--- config.mk ---
export PLATFORM = sky130hd
export DESIGN_NAME = smb_alert_target
export DESIGN_NICKNAME = d
export VERILOG_FILES = /design/src/rtl/smb_pkg.sv /design/src/rtl/smb_bus_sync.sv /design/src/rtl/smb_timeout.sv /design/src/rtl/smb_regs.sv /design/src/rtl/smb_link.sv /design/src/rtl/smb_alert_target.sv
export SDC_FILE = /design/constraint.sdc
export NUM_CORES = 1
export LEC_CHECK = 0
export ABC_AREA = 1
export CAP_MARGIN = 20
export CORE_MARGIN = 8
export CORE_UTILIZATION = 50
export DETAILED_ROUTE_END_ITERATION = 10
export HOLD_SLACK_MARGIN = 0.06
export MAX_ROUTING_LAYER = met4
export PLACE_DENSITY = 0.74
export SYNTH_ARGS = -nofsm -noshare
export SYNTH_HDL_FRONTEND = slang
export SYNTH_SLANG_ARGS = --single-unit
--- constraint.sdc ---
create_clock -name clk -period 1.85 [get_ports clk]
set_clock_uncertainty 0.2 [all_clocks]
set_input_delay 0.185 -clock clk [delete_from_list [all_inputs] [get_ports clk]]
set_output_delay 0.185 -clock clk [all_outputs]
set_load 0.005 [all_outputs]
--- src/rtl/smb_pkg.sv ---
// Package: shared types and constants for the SMBus target.
// Assumes: 7-bit addressing only.
package smb_pkg;
    typedef enum logic [2:0] {
        LS_IDLE,
        LS_ADDR,
        LS_WR,
        LS_RD,
        LS_HOLD
    } link_st_t;

    localparam logic [6:0] ARA_ADDR = 7'h0C;
endpackage

--- src/rtl/smb_bus_sync.sv ---
// Module: synchronises SCL/SDA into the clock domain and derives the bus events.
// Assumes: wire levels are held for several clocks between changes.
module smb_bus_sync (
    input  logic clk,
    input  logic rst_n,
    input  logic scl_i,
    input  logic sda_i,
    output logic sda_s,
    output logic scl_rise,
    output logic scl_fall,
    output logic start_ev,
    output logic stop_ev,
    output logic edge_ev
);
    logic scl_m, scl_s, scl_q, sda_m, sda_q;

    // two-stage synchroniser plus one delayed copy for edge detection
    always_ff @(posedge clk) begin
        if (!rst_n) begin
            {scl_m, scl_s, scl_q} <= 3'b111;
            {sda_m, sda_s, sda_q} <= 3'b111;
        end else begin
            {scl_m, scl_s, scl_q} <= {scl_i, scl_m, scl_s};
            {sda_m, sda_s, sda_q} <= {sda_i, sda_m, sda_s};
        end
    end

    assign scl_rise = scl_s & ~scl_q;
    assign scl_fall = ~scl_s & scl_q;
    assign start_ev = scl_s & scl_q & sda_q & ~sda_s;
    assign stop_ev  = scl_s & scl_q & ~sda_q & sda_s;
    assign edge_ev  = (scl_s ^ scl_q) | (sda_s ^ sda_q);
endmodule

--- src/rtl/smb_timeout.sv ---
// Module: bus-inactivity timer; one-cycle pulse after LIMIT quiet cycles.
// Assumes: busy is high from START to STOP/timeout; any wire edge restarts it.
module smb_timeout #(
    parameter int LIMIT = 1750000
) (
    input  logic clk,
    input  logic rst_n,
    input  logic busy,
    input  logic edge_ev,
    input  logic enable,
    output logic tmo_ev
);
    localparam int CW = $clog2(LIMIT + 1);
    logic [CW-1:0] cnt;

    // count quiet cycles while a transaction is open
    always_ff @(posedge clk) begin
        if (!rst_n || !busy || edge_ev || !enable) begin
            cnt    <= '0;
            tmo_ev <= 1'b0;
        end else if (cnt == CW'(LIMIT - 1)) begin
            cnt    <= '0;
            tmo_ev <= 1'b1;
        end else begin
            cnt    <= cnt + 1'b1;
            tmo_ev <= 1'b0;
        end
    end
endmodule

--- src/rtl/smb_regs.sv ---
// Module: register file - results, config (timeout off, lock), latched status, mask.
// Assumes: one write strobe per byte; stat_rd pulses when the status byte is loaded.
module smb_regs #(
    parameter int         NRES      = 5,
    parameter logic [7:0] RES_BASE  = 8'h20,
    parameter logic [7:0] CFG_ADDR  = 8'h40,
    parameter logic [7:0] STAT_ADDR = 8'h41,
    parameter logic [7:0] MASK_ADDR = 8'h42
) (
    input  logic            clk,
    input  logic            rst_n,
    input  logic            wr_en,
    input  logic [7:0]      wr_addr,
    input  logic [7:0]      wr_data,
    input  logic [7:0]      rd_addr,
    input  logic            stat_rd,
    input  logic [7:0]      status_in,
    input  logic [NRES*8-1:0] result_in,
    output logic [7:0]      rd_data,
    output logic            alert,
    output logic            tmo_dis,
    output logic            cfg_lock
);
    logic [7:0] mask_q, latched;

    // writable registers, frozen once the lock is set
    always_ff @(posedge clk) begin
        if (!rst_n) begin
            tmo_dis  <= 1'b0;
            cfg_lock <= 1'b0;
            mask_q   <= 8'hFF;
        end else if (wr_en && !cfg_lock) begin
            if (wr_addr == CFG_ADDR) begin
                tmo_dis  <= wr_data[6];
                cfg_lock <= wr_data[1];
            end
            if (wr_addr == MASK_ADDR) mask_q <= wr_data;
        end
    end

    // status latch: set by inputs, reduced to live inputs after a status read
    always_ff @(posedge clk) begin
        if (!rst_n) latched <= 8'h00;
        else        latched <= (stat_rd ? 8'h00 : latched) | status_in;
    end

    assign alert = |(latched & mask_q);

    // read multiplexer
    always_comb begin
        rd_data = 8'h00;
        for (int i = 0; i < NRES; i++)
            if (rd_addr == RES_BASE + 8'(i)) rd_data = result_in[i*8 +: 8];
        if (rd_addr == CFG_ADDR)  rd_data = {1'b0, tmo_dis, 4'b0000, cfg_lock, 1'b0};
        if (rd_addr == STAT_ADDR) rd_data = latched;
        if (rd_addr == MASK_ADDR) rd_data = mask_q;
    end
endmodule

--- src/rtl/smb_link.sv ---
// Module: byte-level SMBus target engine - address match, pointer/data writes,
//         auto-increment reads, alert response with bitwise arbitration.
// Assumes: events come from smb_bus_sync; DEV_ADDR differs from the alert address.
module smb_link
    import smb_pkg::*;
#(
    parameter logic [6:0] DEV_ADDR  = 7'h2E,
    parameter logic [7:0] STAT_ADDR = 8'h41
) (
    input  logic       clk,
    input  logic       rst_n,
    input  logic       sda_s,
    input  logic       scl_rise,
    input  logic       scl_fall,
    input  logic       start_ev,
    input  logic       stop_ev,
    input  logic       tmo_ev,
    input  logic       alert,
    input  logic [7:0] rd_data,
    output logic       sda_oe,
    output logic       busy,
    output logic       wr_en,
    output logic       stat_rd,
    output logic [7:0] ptr,
    output logic [7:0] wr_addr,
    output logic [7:0] wr_data
);
    link_st_t   st;
    logic [3:0] bitcnt;
    logic [7:0] shreg, txb, next_tx;
    logic       is_read, is_ara, first_wr, addr_hit;

    assign addr_hit = (shreg[7:1] == DEV_ADDR) ||
                      ((shreg[7:1] == ARA_ADDR) && shreg[0] && alert);
    assign next_tx  = is_ara ? {DEV_ADDR, 1'b0} : rd_data;

    // protocol sequencer: bus events first, then SCL rise sampling, then SCL fall driving
    always_ff @(posedge clk) begin
        if (!rst_n) begin
            st <= LS_IDLE; bitcnt <= '0; shreg <= '0; txb <= '0; ptr <= '0;
            wr_addr <= '0; wr_data <= '0; wr_en <= 1'b0; stat_rd <= 1'b0;
            sda_oe <= 1'b0; busy <= 1'b0; is_read <= 1'b0; is_ara <= 1'b0;
            first_wr <= 1'b0;
        end else begin
            wr_en   <= 1'b0;
            stat_rd <= 1'b0;
            if (tmo_ev) begin
                st <= LS_IDLE; sda_oe <= 1'b0; busy <= 1'b0;
            end else if (start_ev) begin
                st <= LS_ADDR; bitcnt <= '0; sda_oe <= 1'b0; busy <= 1'b1;
            end else if (stop_ev) begin
                st <= LS_IDLE; sda_oe <= 1'b0; busy <= 1'b0;
            end else if (scl_rise) begin
                if (bitcnt != 4'd9) bitcnt <= bitcnt + 4'd1;
                shreg <= {shreg[6:0], sda_s};
                if (st == LS_RD) begin
                    txb <= {txb[6:0], 1'b0};
                    if (bitcnt < 4'd8 && txb[7] && !sda_s) begin
                        st     <= LS_HOLD;
                        sda_oe <= 1'b0;
                    end
                end
            end else if (scl_fall) begin
                case (st)
                    LS_ADDR: begin
                        if (bitcnt == 4'd8) begin
                            if (addr_hit) begin
                                sda_oe  <= 1'b1;
                                is_read <= shreg[0];
                                is_ara  <= (shreg[7:1] == ARA_ADDR);
                            end else begin
                                st <= LS_HOLD;
                            end
                        end else if (bitcnt == 4'd9) begin
                            bitcnt <= '0;
                            if (is_read) begin
                                st      <= LS_RD;
                                txb     <= next_tx;
                                sda_oe  <= ~next_tx[7];
                                stat_rd <= !is_ara && (ptr == STAT_ADDR);
                            end else begin
                                st       <= LS_WR;
                                sda_oe   <= 1'b0;
                                first_wr <= 1'b1;
                            end
                        end
                    end
                    LS_WR: begin
                        if (bitcnt == 4'd8) begin
                            sda_oe <= 1'b1;
                            if (first_wr) begin
                                ptr      <= shreg;
                                first_wr <= 1'b0;
                            end else begin
                                wr_en   <= 1'b1;
                                wr_addr <= ptr;
                                wr_data <= shreg;
                                ptr     <= ptr + 8'd1;
                            end
                        end else if (bitcnt == 4'd9) begin
                            sda_oe <= 1'b0;
                            bitcnt <= '0;
                        end
                    end
                    LS_RD: begin
                        if (bitcnt < 4'd8) begin
                            sda_oe <= ~txb[7];
                        end else if (bitcnt == 4'd8) begin
                            sda_oe <= 1'b0;
                            if (!is_ara) ptr <= ptr + 8'd1;
                        end else if (!shreg[0]) begin
                            bitcnt  <= '0;
                            txb     <= next_tx;
                            sda_oe  <= ~next_tx[7];
                            stat_rd <= !is_ara && (ptr == STAT_ADDR);
                        end else begin
                            st     <= LS_HOLD;
                            sda_oe <= 1'b0;
                        end
                    end
                    default: sda_oe <= 1'b0;
                endcase
            end
        end
    end
endmodule

--- src/rtl/smb_alert_target.sv ---
// Module: top of the SMBus target with alert response, inactivity timeout and lock.
// Assumes: the open-drain wires are resolved outside; scl_i/sda_i are the wire levels.
module smb_alert_target #(
    parameter int         CLK_HZ     = 50_000_000,
    parameter int         TIMEOUT_MS = 35,
    parameter logic [6:0] DEV_ADDR   = 7'h2E,
    parameter int         NRES       = 5
) (
    input  logic             clk,
    input  logic             rst_n,
    input  logic             scl_i,
    input  logic             sda_i,
    output logic             sda_oe,
    output logic             alert_oe,
    input  logic [7:0]       status_in,
    input  logic [NRES*8-1:0] result_in
);
    localparam int         TMO_CYCLES = CLK_HZ / 1000 * TIMEOUT_MS;
    localparam logic [7:0] STAT_ADDR  = 8'h41;

    logic       sda_s, scl_rise, scl_fall, start_ev, stop_ev, edge_ev, tmo_ev;
    logic       busy, wr_en, stat_rd, alert, tmo_dis, cfg_lock;
    logic [7:0] ptr, wr_addr, wr_data, rd_data;

    smb_bus_sync u_sync (
        .clk(clk), .rst_n(rst_n), .scl_i(scl_i), .sda_i(sda_i), .sda_s(sda_s),
        .scl_rise(scl_rise), .scl_fall(scl_fall), .start_ev(start_ev),
        .stop_ev(stop_ev), .edge_ev(edge_ev)
    );

    smb_timeout #(.LIMIT(TMO_CYCLES)) u_tmo (
        .clk(clk), .rst_n(rst_n), .busy(busy), .edge_ev(edge_ev),
        .enable(!tmo_dis), .tmo_ev(tmo_ev)
    );

    smb_link #(.DEV_ADDR(DEV_ADDR), .STAT_ADDR(STAT_ADDR)) u_link (
        .clk(clk), .rst_n(rst_n), .sda_s(sda_s), .scl_rise(scl_rise),
        .scl_fall(scl_fall), .start_ev(start_ev), .stop_ev(stop_ev),
        .tmo_ev(tmo_ev), .alert(alert), .rd_data(rd_data), .sda_oe(sda_oe),
        .busy(busy), .wr_en(wr_en), .stat_rd(stat_rd), .ptr(ptr),
        .wr_addr(wr_addr), .wr_data(wr_data)
    );

    smb_regs #(.NRES(NRES), .STAT_ADDR(STAT_ADDR)) u_regs (
        .clk(clk), .rst_n(rst_n), .wr_en(wr_en), .wr_addr(wr_addr),
        .wr_data(wr_data), .rd_addr(ptr), .stat_rd(stat_rd),
        .status_in(status_in), .result_in(result_in), .rd_data(rd_data),
        .alert(alert), .tmo_dis(tmo_dis), .cfg_lock(cfg_lock)
    );

    assign alert_oe = alert;
endmodule

==> results.json <==
{
  "p_leak_nw": 3.518,
  "synthTopCellsByArea": "dfxtp_1 38%, nand2_1 11%, inv_1 7.6%",
  "synth.cell_area_um2": 5304,
  "ant_nets": 0,
  "finalWorstSetupSlack_ps": -239.7,
  "grt_max_degree": 36,
  "crit_start": "u_link.ptr[0]",
  "die_area_um2": 14160,
  "ys_seq_area_share_pct": 37.74,
  "clock_sinks": 100,
  "gp_congestion": 0.9574,
  "fmax_mhz": 478.5,
  "clk_latency_ps": 370,
  "crit_path_end_kind": "flop",
  "synth_compound_area_share_pct": 17.22,
  "io_pins": 54,
  "die_w_um": 119.0,
  "period_needed_ps": 2090,
  "synth_top_family_by_area": "simple AND/OR/NAND/NOR gates",
  "synthAdderAreaFrac_pct": 2.595,
  "drt_first_pass_iters": 5,
  "cp_num_buf_inv": 6,
  "grt_usage_pct": 24.79,
  "cts_made_buffers": 9,
  "status": "finished, violations left",
  "powerDensity_nw_per_um2": 507.7,
  "fin_crit_sh_pct": 113.0,
  "drc": 0,
  "cts-htree-levels": 3,
  "path_class": "reg -> reg",
  "core_um2": 10320,
  "worstHoldPathType": "in -> reg",
  "r2r_setup_slack_ps": -240,
  "root_buffer": "clkbuf_8",
  "ys_types": 45,
  "grt_pass1_wl_mm": 28.30,
  "ys_warn_count": 0,
  "row_count": 37,
  "num_vias": 6215,
  "crit_end": "u_link.txb[1]",
  "routed_wl_mm": 19.60,
  "synth_seq_cells": 100,
  "final-setup-viol-count": 52,
  "slowest_stage": "dfxtp_2",
  "cp_slowest_stage_delay_ps": 350,
  "via_per_inst": 5.599,
  "yosys.area_share.simple_pct": 31.61,
  "rsz0062_at_grt": "yes",
  "synthXorXnorAreaFrac_pct": 1.156,
  "crit_family": "buffers and inverters",
  "cp-start-kind": "flop",
  "worstPathRequired_ps": 1960,
  "wl_per_cell_um": 17.66,
  "final_util_pct": 82.21,
  "layout-drive-gt1-share_pct": 42.40,
  "syn_inst": 767,
  "r2r-start": "u_link.ptr[0]",
  "hold_slack_ps": 175.9,
  "cts_tree": "yes",
  "slew_violations": 0,
  "violations": "negative setup slack",
  "insertedDiodeCount": 0,
  "syn2layout_area_growth_pct": 60.01,
  "maxCapViolCount": 0,
  "grt_pass1_vias": 5954,
  "synth.avg_cell_area_um2": 6.915,
  "slew_headroom_pct": 70.19,
  "hold_viol": 0,
  "overflow": 0,
  "cp_cell_sequence": "inv_2, ha_4, inv_4, nor3_4, buf_4, nand4_1, buf_6, buf_6, nand2_2, inv_1, nand2_1, nand2_1, a21oi_1",
  "crit_cells": 13,
  "drtIter0Drc": 592,
  "reg2regPathDepth": 13,
  "syn_nets": 830,
  "die_y_um": 119.0,
  "hpwlAfterDp_mm": 11.62,
  "timing.rr.end": "u_link.txb[1]",
  "numPortBuffers": 53,
  "arrival_ps": 2200,
  "worst_slew_pin_slew_ps": 447.1,
  "antenna_found_initial": 0,
  "clk_path_buf_depth": 2,
  "power_w": 0.004309,
  "synthMuxAreaShare_pct": 0,
  "nFillCells": 609,
  "synth_top_area_cell": "dfxtp_1",
  "final_nets": 1032,
  "clk_pin_slew_ps": 110,
  "vdd_ir_drop_max_uv": 453.5,
  "synth_top_cell_area_share_pct": 37.74,
  "cp_max_fo": 6,
  "final_cell_mix": "122 x nand2_1, 122 x buf_4, 81 x inv_1",
  "initial_core_util_pct": 51.38,
  "hold_depth": 2
}
## per-stage QoR
stage	cells	worst slack, ps	cell area, µm²	TNS, ps
4_1_cts	1087	-161.7	7704	-1699
3_3_place_gp	1041	-197.5	6790	-3341
5_1_grt	1110	-298.2	8487	-9799
3_5_place_dp	1041	-266.7	6790	-5301
6_report	1110	-239.7	8487	-5174
2_1_floorplan	767	-50.13	5374	-260.1
## worst min-delay path by stage
stage	from	endpoint	slack [ps]
6_report	scl_i	u_sync.scl_m	180
5_1_grt	sda_i	u_sync.sda_m	160
4_1_cts	scl_i	u_sync.scl_m	160
3_5_place_dp	u_sync.sda_m	u_sync.sda_s	200
3_3_place_gp	u_sync.sda_m	u_sync.sda_s	200
2_1_floorplan	scl_i	u_sync.scl_m	90
## kinds of logic (layout without fill, tap and decap cells)
kind of cell | count (synthesis) | count (layout)
AOI/OAI and AO/OA | 158 | 158
buffers and inverters | 134 | 340
adders and majority gates | 11 | 11
and+or+nand+nor | 357 | 358
DFF | 100 | 100
xor gates and xnor gates | 7 | 7
## synthesized netlist by cell type, drive strengths merged
master and n:
a31o 1, o2111ai 1, o31ai 1, nand3 46
dfxtp 100, nand4 19, clkinv 1, a31oi 1
o22ai 1, a311oi 1, o211ai 12, and3 2
nand3b 2, buf 8, or3 1, o21a 3
xnor2 1, a211oi 20, nand2 160, xor2 6
or2 16, clkbuf 13, a21oi 62, a221oi 2
nor4 11, o21ai 51, a21boi 1, nor3b 5
nor3 17, nor2 78, ha 11, o311ai 1
inv 112
## flip-flops by register name (all words and copies together) (netlist names), 3 cells and up
name,count
u_link.ptr,8
u_link.txb,8
u_regs.latched,8
u_link.st,3
u_link.shreg,8
u_link.wr_addr,8
u_tmo.cnt,21
u_link.bitcnt,4
u_link.wr_data,8
u_regs.mask_q,8
## metal layers
| metal | track usage, % | wire (µm) | vias up |
|---|---|---|---|
| met5 | - | 0 | - |
| met2 | 41.38 | 9704 | 289 |
| met1 | 28.47 | 8010 | 2904 |
| li1 | - | - | 2957 |
| met4 | 9.249 | 737 | 0 |
| met3 | 5.668 | 1147 | 65 |
## final cells by class
| class | count | area, µm² | share of cell area [%] |
|---|---|---|---|
| Clock buffer | 12 | 165.2 | 1.946 |
| Clock inverter | 4 | 37.54 | 0.4423 |
| Inverter | 113 | 446.7 | 5.263 |
| Multi-Input combinational cell | 534 | 3742 | 44.10 |
| Sequential cell | 100 | 2044 | 24.09 |
| Tap cell | 136 | 170.2 | 2.005 |
| Timing Repair Buffer | 211 | 1881 | 22.16 |
## report_power, final
group / leakage (nW) / total [W] / switching [W] / internal [W]
Combinational: 2.59 / 0.000616 / 0.000305 / 0.000311
Sequential: 0.823 / 0.00224 / 0.0000443 / 0.00220
Clock: 0.106 / 0.00145 / 0.000826 / 0.000623
Total: 3.52 / 0.00431 / 0.00118 / 0.00313
## repair_timing
action,in CTS,in global routing
endpoints found under the setup margin,59,74
hold buffers,0,0
setup buffers,27,23
resized for setup,150,174
pin swaps,54,48
gates cloned,3,4
Power figures use the tool's default switching activity.
